$ cat config.mk
export PLATFORM = sky130hd
export DESIGN_NAME = lsea_top
export DESIGN_NICKNAME = d
export VERILOG_FILES = /design/src/rtl/lsea_pkg.sv /design/src/rtl/lsea_bp_reg.sv /design/src/rtl/lsea_operand_sel.sv /design/src/rtl/lsea_wrap_add.sv /design/src/rtl/lsea_top.sv
export SDC_FILE = /design/constraint.sdc
export NUM_CORES = 1
export LEC_CHECK = 0
export ABC_AREA = 1
export BUFFER_PORTS_ARGS = -buffer_cell sky130_fd_sc_hd__buf_2
export CAP_MARGIN = 20
export CORE_UTILIZATION = 42
export CTS_CLUSTER_DIAMETER = 200
export DETAILED_ROUTE_END_ITERATION = 12
export GPL_ROUTABILITY_DRIVEN = 0
export PLACE_DENSITY = 0.82
export REMOVE_ABC_BUFFERS = 1
export SLEW_MARGIN = 15
export SYNTH_ARGS = -nofsm -noshare
export SYNTH_HDL_FRONTEND = slang
export SYNTH_SLANG_ARGS = --single-unit
$ cat constraint.sdc
create_clock -name clk -period 2.9 [get_ports clk]
set_clock_uncertainty 0.1 [all_clocks]
set_input_delay 0.435 -clock clk [delete_from_list [all_inputs] [get_ports clk]]
set_output_delay 0.435 -clock clk [all_outputs]
set_load 0.01 [all_outputs]
$ cat src/rtl/lsea_pkg.sv
package lsea_pkg;
  typedef enum logic [1:0] {
    EA_REG_IMM = 2'b00,
    EA_REG_REG = 2'b01,
    EA_BP_DISP = 2'b10,
    EA_RSVD    = 2'b11
  } ea_mode_e;
endpackage

$ cat src/rtl/lsea_bp_reg.sv
module lsea_bp_reg #(
  parameter int ADDR_W = 16
) (
  input  logic              clk,
  input  logic              rst,
  input  logic              wr_en,
  input  logic [ADDR_W-1:0] wr_data,
  output logic [ADDR_W-1:0] bp_q
);
  always_ff @(posedge clk) begin
    if (rst) bp_q <= '0;
    else if (wr_en) bp_q <= wr_data;
  end

  logic past_ok;
  always_ff @(posedge clk) past_ok <= !rst;


  bp_load_chk: assert property (@(posedge clk) disable iff (rst)
    past_ok && $past(wr_en) |-> bp_q == $past(wr_data));

  bp_hold_chk: assert property (@(posedge clk) disable iff (rst)
    past_ok && !$past(wr_en) |-> $stable(bp_q));
endmodule

$ cat src/rtl/lsea_operand_sel.sv
module lsea_operand_sel
  import lsea_pkg::*;
#(
  parameter int ADDR_W   = 16,
  parameter int IMM_W    = 5,
  parameter int IMM_BIAS = 15,
  parameter int DISP_W   = 8
) (
  input  ea_mode_e          mode,
  input  logic [ADDR_W-1:0] src_a,
  input  logic [ADDR_W-1:0] src_b,
  input  logic [IMM_W-1:0]  imm_field,
  input  logic [DISP_W-1:0] disp,
  input  logic [ADDR_W-1:0] bp,
  output logic [ADDR_W-1:0] base,
  output logic [ADDR_W-1:0] addend,
  output logic              legal
);
  localparam logic [ADDR_W-1:0] BIAS_V = ADDR_W'(IMM_BIAS);

  logic [ADDR_W-1:0] imm_ext;
  logic [ADDR_W-1:0] imm_off;
  logic [ADDR_W-1:0] disp_ext;

  generate
    if (ADDR_W > IMM_W) begin : g_imm_pad
      assign imm_ext = {{(ADDR_W-IMM_W){1'b0}}, imm_field};
    end else begin : g_imm_trunc
      assign imm_ext = imm_field[ADDR_W-1:0];
    end
    if (ADDR_W > DISP_W) begin : g_disp_sext
      assign disp_ext = {{(ADDR_W-DISP_W){disp[DISP_W-1]}}, disp};
    end else begin : g_disp_trunc
      assign disp_ext = disp[ADDR_W-1:0];
    end
  endgenerate

  assign imm_off = imm_ext - BIAS_V;

  always_comb begin
    base   = src_a;
    addend = imm_off;
    legal  = 1'b1;
    unique case (mode)
      EA_REG_IMM: begin base = src_a; addend = imm_off;  end
      EA_REG_REG: begin base = src_a; addend = src_b;    end
      EA_BP_DISP: begin base = bp;    addend = disp_ext; end
      default:    begin legal = 1'b0;                    end
    endcase
  end
endmodule

$ cat src/rtl/lsea_wrap_add.sv
module lsea_wrap_add #(
  parameter int W = 16
) (
  input  logic [W-1:0] a,
  input  logic [W-1:0] b,
  output logic [W-1:0] sum
);
  logic [W:0] full;
  assign full = {1'b0, a} + {1'b0, b};
  assign sum  = full[W-1:0];
endmodule

$ cat src/rtl/lsea_top.sv
module lsea_top
  import lsea_pkg::*;
#(
  parameter int ADDR_W   = 16,
  parameter int IMM_W    = 5,
  parameter int IMM_BIAS = 15,
  parameter int DISP_W   = 8
) (
  input  logic              clk,
  input  logic              rst,
  input  logic              req_valid,
  input  logic [1:0]        req_mode,
  input  logic [ADDR_W-1:0] src_a,
  input  logic [ADDR_W-1:0] src_b,
  input  logic [IMM_W-1:0]  imm_field,
  input  logic [DISP_W-1:0] bp_disp,
  input  logic              bp_wr_en,
  input  logic [ADDR_W-1:0] bp_wr_data,
  output logic              ea_valid,
  output logic [ADDR_W-1:0] ea_addr
);
  ea_mode_e          mode;
  logic [ADDR_W-1:0] bp_q;
  logic [ADDR_W-1:0] base;
  logic [ADDR_W-1:0] addend;
  logic [ADDR_W-1:0] sum;
  logic              legal;
  logic              take;

  assign mode = ea_mode_e'(req_mode);

  lsea_bp_reg #(.ADDR_W(ADDR_W)) u_bp (
    .clk(clk), .rst(rst), .wr_en(bp_wr_en), .wr_data(bp_wr_data), .bp_q(bp_q)
  );

  lsea_operand_sel #(
    .ADDR_W(ADDR_W), .IMM_W(IMM_W), .IMM_BIAS(IMM_BIAS), .DISP_W(DISP_W)
  ) u_sel (
    .mode(mode), .src_a(src_a), .src_b(src_b), .imm_field(imm_field),
    .disp(bp_disp), .bp(bp_q), .base(base), .addend(addend), .legal(legal)
  );

  lsea_wrap_add #(.W(ADDR_W)) u_add (.a(base), .b(addend), .sum(sum));

  assign take = req_valid && legal;

  always_ff @(posedge clk) begin
    if (rst) begin
      ea_valid <= 1'b0;
      ea_addr  <= '0;
    end else begin
      ea_valid <= take;
      if (take) ea_addr <= sum;
    end
  end

  logic past_ok;
  always_ff @(posedge clk) past_ok <= !rst;


  valid_track_chk: assert property (@(posedge clk) disable iff (rst)
    past_ok |-> ea_valid == $past(req_valid && req_mode != 2'b11));

  rsvd_hold_chk: assert property (@(posedge clk) disable iff (rst)
    past_ok && $past(req_mode == 2'b11) |-> !ea_valid && $stable(ea_addr));

  idle_hold_chk: assert property (@(posedge clk) disable iff (rst)
    past_ok && !$past(req_valid) |-> !ea_valid && $stable(ea_addr));

  regreg_sum_chk: assert property (@(posedge clk) disable iff (rst)
    past_ok && $past(req_valid && req_mode == 2'b01) |->
      ea_addr == ADDR_W'($past(src_a) + $past(src_b)));

  reset_out_chk: assert property (@(posedge clk)
    $past(rst) |-> !ea_valid && ea_addr == '0);
endmodule

# [After elaboration in Yosys (flattened, before gate mapping)]
# Index checks and enable logic that the tools add are counted.
[op_classes] n_eq_ne=2 n_reduce_logical=3 mux=3 addsub=2
[op_table] op="one-hot mux 16 bit (2 select lines)" count=1
[op_table] op="adder 16 bit" count=1
[op_table] op="2-to-1 mux 16 bit" count=1
[op_table] op="subtractor 5 x 4 -> 6 bit, second input constant" count=1
[op_table] op="OR reduction 3 bit" count=1
[op_table] op="== test 2 x 1 -> 1 bit, second input constant" count=1
[op_table] op="== test 2 bit, second input constant" count=1
[op_table] op="logical NOT 2 bit" count=1
[op_table] op="logical AND 1 bit" count=1
[op_table] op="2-to-1 mux 1 bit" count=1
[word_totals] input_bits=67 register_bits=33 elab_cells=13 output_inout_bits=17

# [Logic depth before layout (Yosys ltp)]
[depth] word_depth=4 mapped_depth=20 ltp_nobuf=18

# [Modules after synthesis]
# A second synthesis with hierarchy kept.
[unflattened] cells_unflattened=528 hier_area_um2=2941.6
[modules_own_cells] module="lsea_wrap_add" area_each_um2=930.9 seq_area_each_um2=0.0 instances=1 cells_per_inst=176
[modules_own_cells] module="lsea_top" area_each_um2=689.4 seq_area_each_um2=340.3 instances=1 cells_per_inst=104
[modules_own_cells] module="lsea_bp_reg" area_each_um2=670.6 seq_area_each_um2=320.3 instances=1 cells_per_inst=101
[modules_own_cells] module="lsea_operand_sel" area_each_um2=650.6 seq_area_each_um2=0.0 instances=1 cells_per_inst=147

# [Worst setup path before layout]
# Ideal clock, no wire load.
[synth_path] kind="input -> register" start="in req_mode[0]" end="reg ea_addr[10]" arrival_time_ns=2.514 t_required_ns=2.691 n_path_buf=1 stages=18 setup_time_ns=0.109 path_slack_ns=0.177 path_cell_list="inv_1 ha_1 buf_2 a221oi_1 a21o_1 inv_1 ha_1 fa_1 nand3_1 nand2_1 nand2_1 nand2_1 nand2_1 nand2_1 nand2_1 nand3_1 nand2_1 inv_1"
[synth_between] elab_chain_len=4 elab_cells_between_ends=9 classes_between="add/sub (1); eq/ne (2); mux (3); reduce/logical (3)"
[synth_rtl] element="from (decl)" line="lsea_top.sv:12" rtl="input logic [1:0] req_mode,"
[synth_rtl] element="branches (longest 4 deep; another with adder 16 bit)"
[synth_rtl] element="to (signal assigned)" line="lsea_top.sv:53" rtl="if (take) ea_addr <= sum;"
[synth_rtl] element="to (decl)" line="lsea_top.sv:20" rtl="output logic [ADDR_W-1:0] ea_addr"
# Several ways; the timed one is not identified.
# A chain may end at the register's enable or synchronous reset.

# [Final worst setup path]
[layout_path] start="in req_mode[0]" end="reg ea_addr[14]"
# The elaborated chain is that of the path after synthesis.

==> metrics.md <==
| Metric | Value |
|---|---|
| Status | finished clean |
| WP data arrival | 2760 ps |
| Drt pass-1 iters | 4 |
| DRT Wirelength | 6560 µm |
| Layout net count | 610 |
| Global route overflow | 0 |
| Synth async-reset ratio | 0 |
| Crit start category | primary input |
| Met3 WL post-DR | 379 µm |
| Critical Path RT | 2980 ps |
| Number of flops mapped to enable cells by yosys | 0 |
| Overall Global Routing Usage | 0.223 |
| Setup Fix Bufs, Post-CTS | 0 |
| Yosys reg bits | 33 |
| Cell Area, Synth | 2580 µm² |
| Die Span Y | 80.5 µm |
| Vias post-DR | 2865 |
| Most common cell after layout, fill and taps aside | nand2_1 |
| Fin Hold WS | 268 ps |
| Setup WS post-layout | 218 ps |
| Antenna-violating nets left | 0 |
| Final instance area | 3200 µm² |
| CTS root buf | clkbuf_8 |
| Setup Crit Path Kind | primary input to register |
| DIE WIDTH | 80.5 µm |
| Placed cell areas | 3100 µm² |
| Final hold violation count | 0 |
| Antenna Cells | 0 |
| I/O pin count | 84 |
| Yosys warns | 0 |
| Via density | 4.78 |
| Initial Utilization | 0.437 |
| Top layer in use | met4 |
| Htree depth | 2 |
| First-pass GRT wire length | 11300 µm |
| Pre-CTS WS | -61.3 ps |
| Slew HR | 0.612 |
| Crit end category | register |
| Leakage | 1.88 nW |
| Peak Freq | 373 MHz |
| Synthesis-to-layout area growth | 24.0% |
| Clock slew at reported path FFs | 70 ps |
| Largest net degree at the start of global routing | 28 |
| Most frequent cells in the layout | nand2_1 (139), buf_2 (83), nor2_1 (67) |
| Ys flop type | dfxtp_1 |
| Final worst path period share | 0.925 |
| RSZ-0062 raised after global routing | false |
| Initial antenna violation count | 0 |
| Max clock buf depth | 2 |
| Met2 WL post-DR | 3030 µm |
| Clock Latency Late Sink | 280 ps |
| 1st-iter DRT viols | 146 |
| FP Rows | 28 |
| Share of cells above drive strength 1 | 0.216 |
| Min Tclk post-route | 2680 ps |
| Cell variety after synth | 33 |
| Fill count | 597 |
| Mean Syn Cell Area | 5.92 µm² |
| Clk sinks | 33 |
| Crit Path Max Fanout | 8 |
| Peak VDD IR | 266 µV |
| Max cap viols | 0 |
| Max-slew violations | 0 |
| Vias in the first global route | 2625 |
| Die ar. | 6470 µm² |
| Power Density | 473 nW/µm² |
| Synthesized instance count | 437 |
| Slew @ Worst Pin | 582 ps |
| Core area | 5920 µm² |
| Hold_buf cts | 0 |
| Routed length per instance | 10.9 µm |
| CTS resizes | 0 |
| Final Core Density | 0.541 |
| Total Neg Setup Slack | 0 ps |
| Drc violations | 0 |
| CTS tree | built |
| DP HPWL | 5280 µm |
| IO Port Bufs | 83 |
| Met1 wire length | 3010 µm |
| Tightest Hold Check Type | primary input to register |
| Total CTS buffers | 5 |
| Seq/Total Area, Yosys | 0.256 |
| Setup violators final | 0 |
## routing by layer
| metal | up-vias | track usage |
|---|---|---|
| li1 | 1535 | - |
| met1 | 1217 | 0.282 |
| met2 | 98 | 0.365 |
| met3 | 15 | 0.0489 |
| met4 | 0 | 0.0875 |
| met5 | - | 0 |
## cell families (layout without fill, tap and decap cells)
| group | after synthesis | after routing | synth area share |
|---|---|---|---|
| AND/OR/NAND/NOR | 236 | 236 | 0.363 |
| buffers and inverters | 73 | 160 | 0.111 |
| AO/OA/AOI/OAI | 68 | 68 | 0.147 |
| flip-flops | 33 | 33 | 0.256 |
| adder cells (fa/ha/maj) | 20 | 20 | 0.0997 |
| XOR/XNOR | 7 | 7 | 0.0237 |
## critical path, cell delays in order
cell and delay (ps):
buf_2 110, inv_1 40, ha_1 390, a221oi_1 270, a21o_1 120, inv_1 40
ha_1 210, fa_1 410, nand3_1 110, nand2_1 100, nand2_1 70, nand2_1 100
nand2_1 110, a21oi_1 70, nor2_1 130, nor2_1 50
## registers in the layout (all words and copies together) (netlist names)
register   cells
ea_valid       1
ea_addr       16
u_bp.bp_q     16
## stage by stage
| step | std cells | total power [mW] |
|---|---|---|
| final | 599 | 1.52 |
| after global routing | 599 | 1.65 |
| after CTS | 599 | 1.52 |
| after detailed placement | 591 | 1.14 |
| after global placement | 591 | 1.12 |
| after floorplan | 423 | 0.946 |
## layout make-up
type	instances	area (µm²)	area share
repair buffers	93	490	0.153
well taps	75	93.8	0.0293
inverters	59	221	0.0691
clock buffers	7	96.3	0.0301
multi-input cells	331	1640	0.511
flip-flops and latches	33	661	0.206
clock inverters	1	5.00	0.00156
## synthesized netlist by cell type (all sizes together), types with 2 or more instances
master / count / area [µm²]
nand2: 142 / 541
nor2: 68 / 258
inv: 57 / 214
dfxtp: 33 / 661
a21oi: 30 / 161
o21ai: 30 / 150
ha: 19 / 238
nand3: 18 / 90.1
clkbuf: 8 / 30.0
buf: 6 / 36.3
xor2: 4 / 35.0
xnor2: 3 / 26.3
a221o: 2 / 20.0
a221oi: 2 / 17.5
clkinv: 2 / 7.51
nor3: 2 / 10.0
or2: 2 / 12.5
## path summary, 6_finish.rpt
kind	startpoint	to	slack, ps	depth (start not counted)
min	bp_wr_data[8]	u_bp.bp_q[8]	270	3
min reg2reg	u_bp.bp_q[15]	u_bp.bp_q[15]	360	2
max	req_mode[0]	ea_addr[14]	220	16
max reg2reg	u_bp.bp_q[0]	ea_addr[14]	910	12
## where the power goes
group,total (mW),internal [mW],switching [mW]
Combinational,0.621,0.249,0.372
Clock,0.381,0.214,0.167
Sequential,0.513,0.495,0.0178
Total,1.52,0.959,0.556
Note: power is estimated with default switching activity, not from simulation.
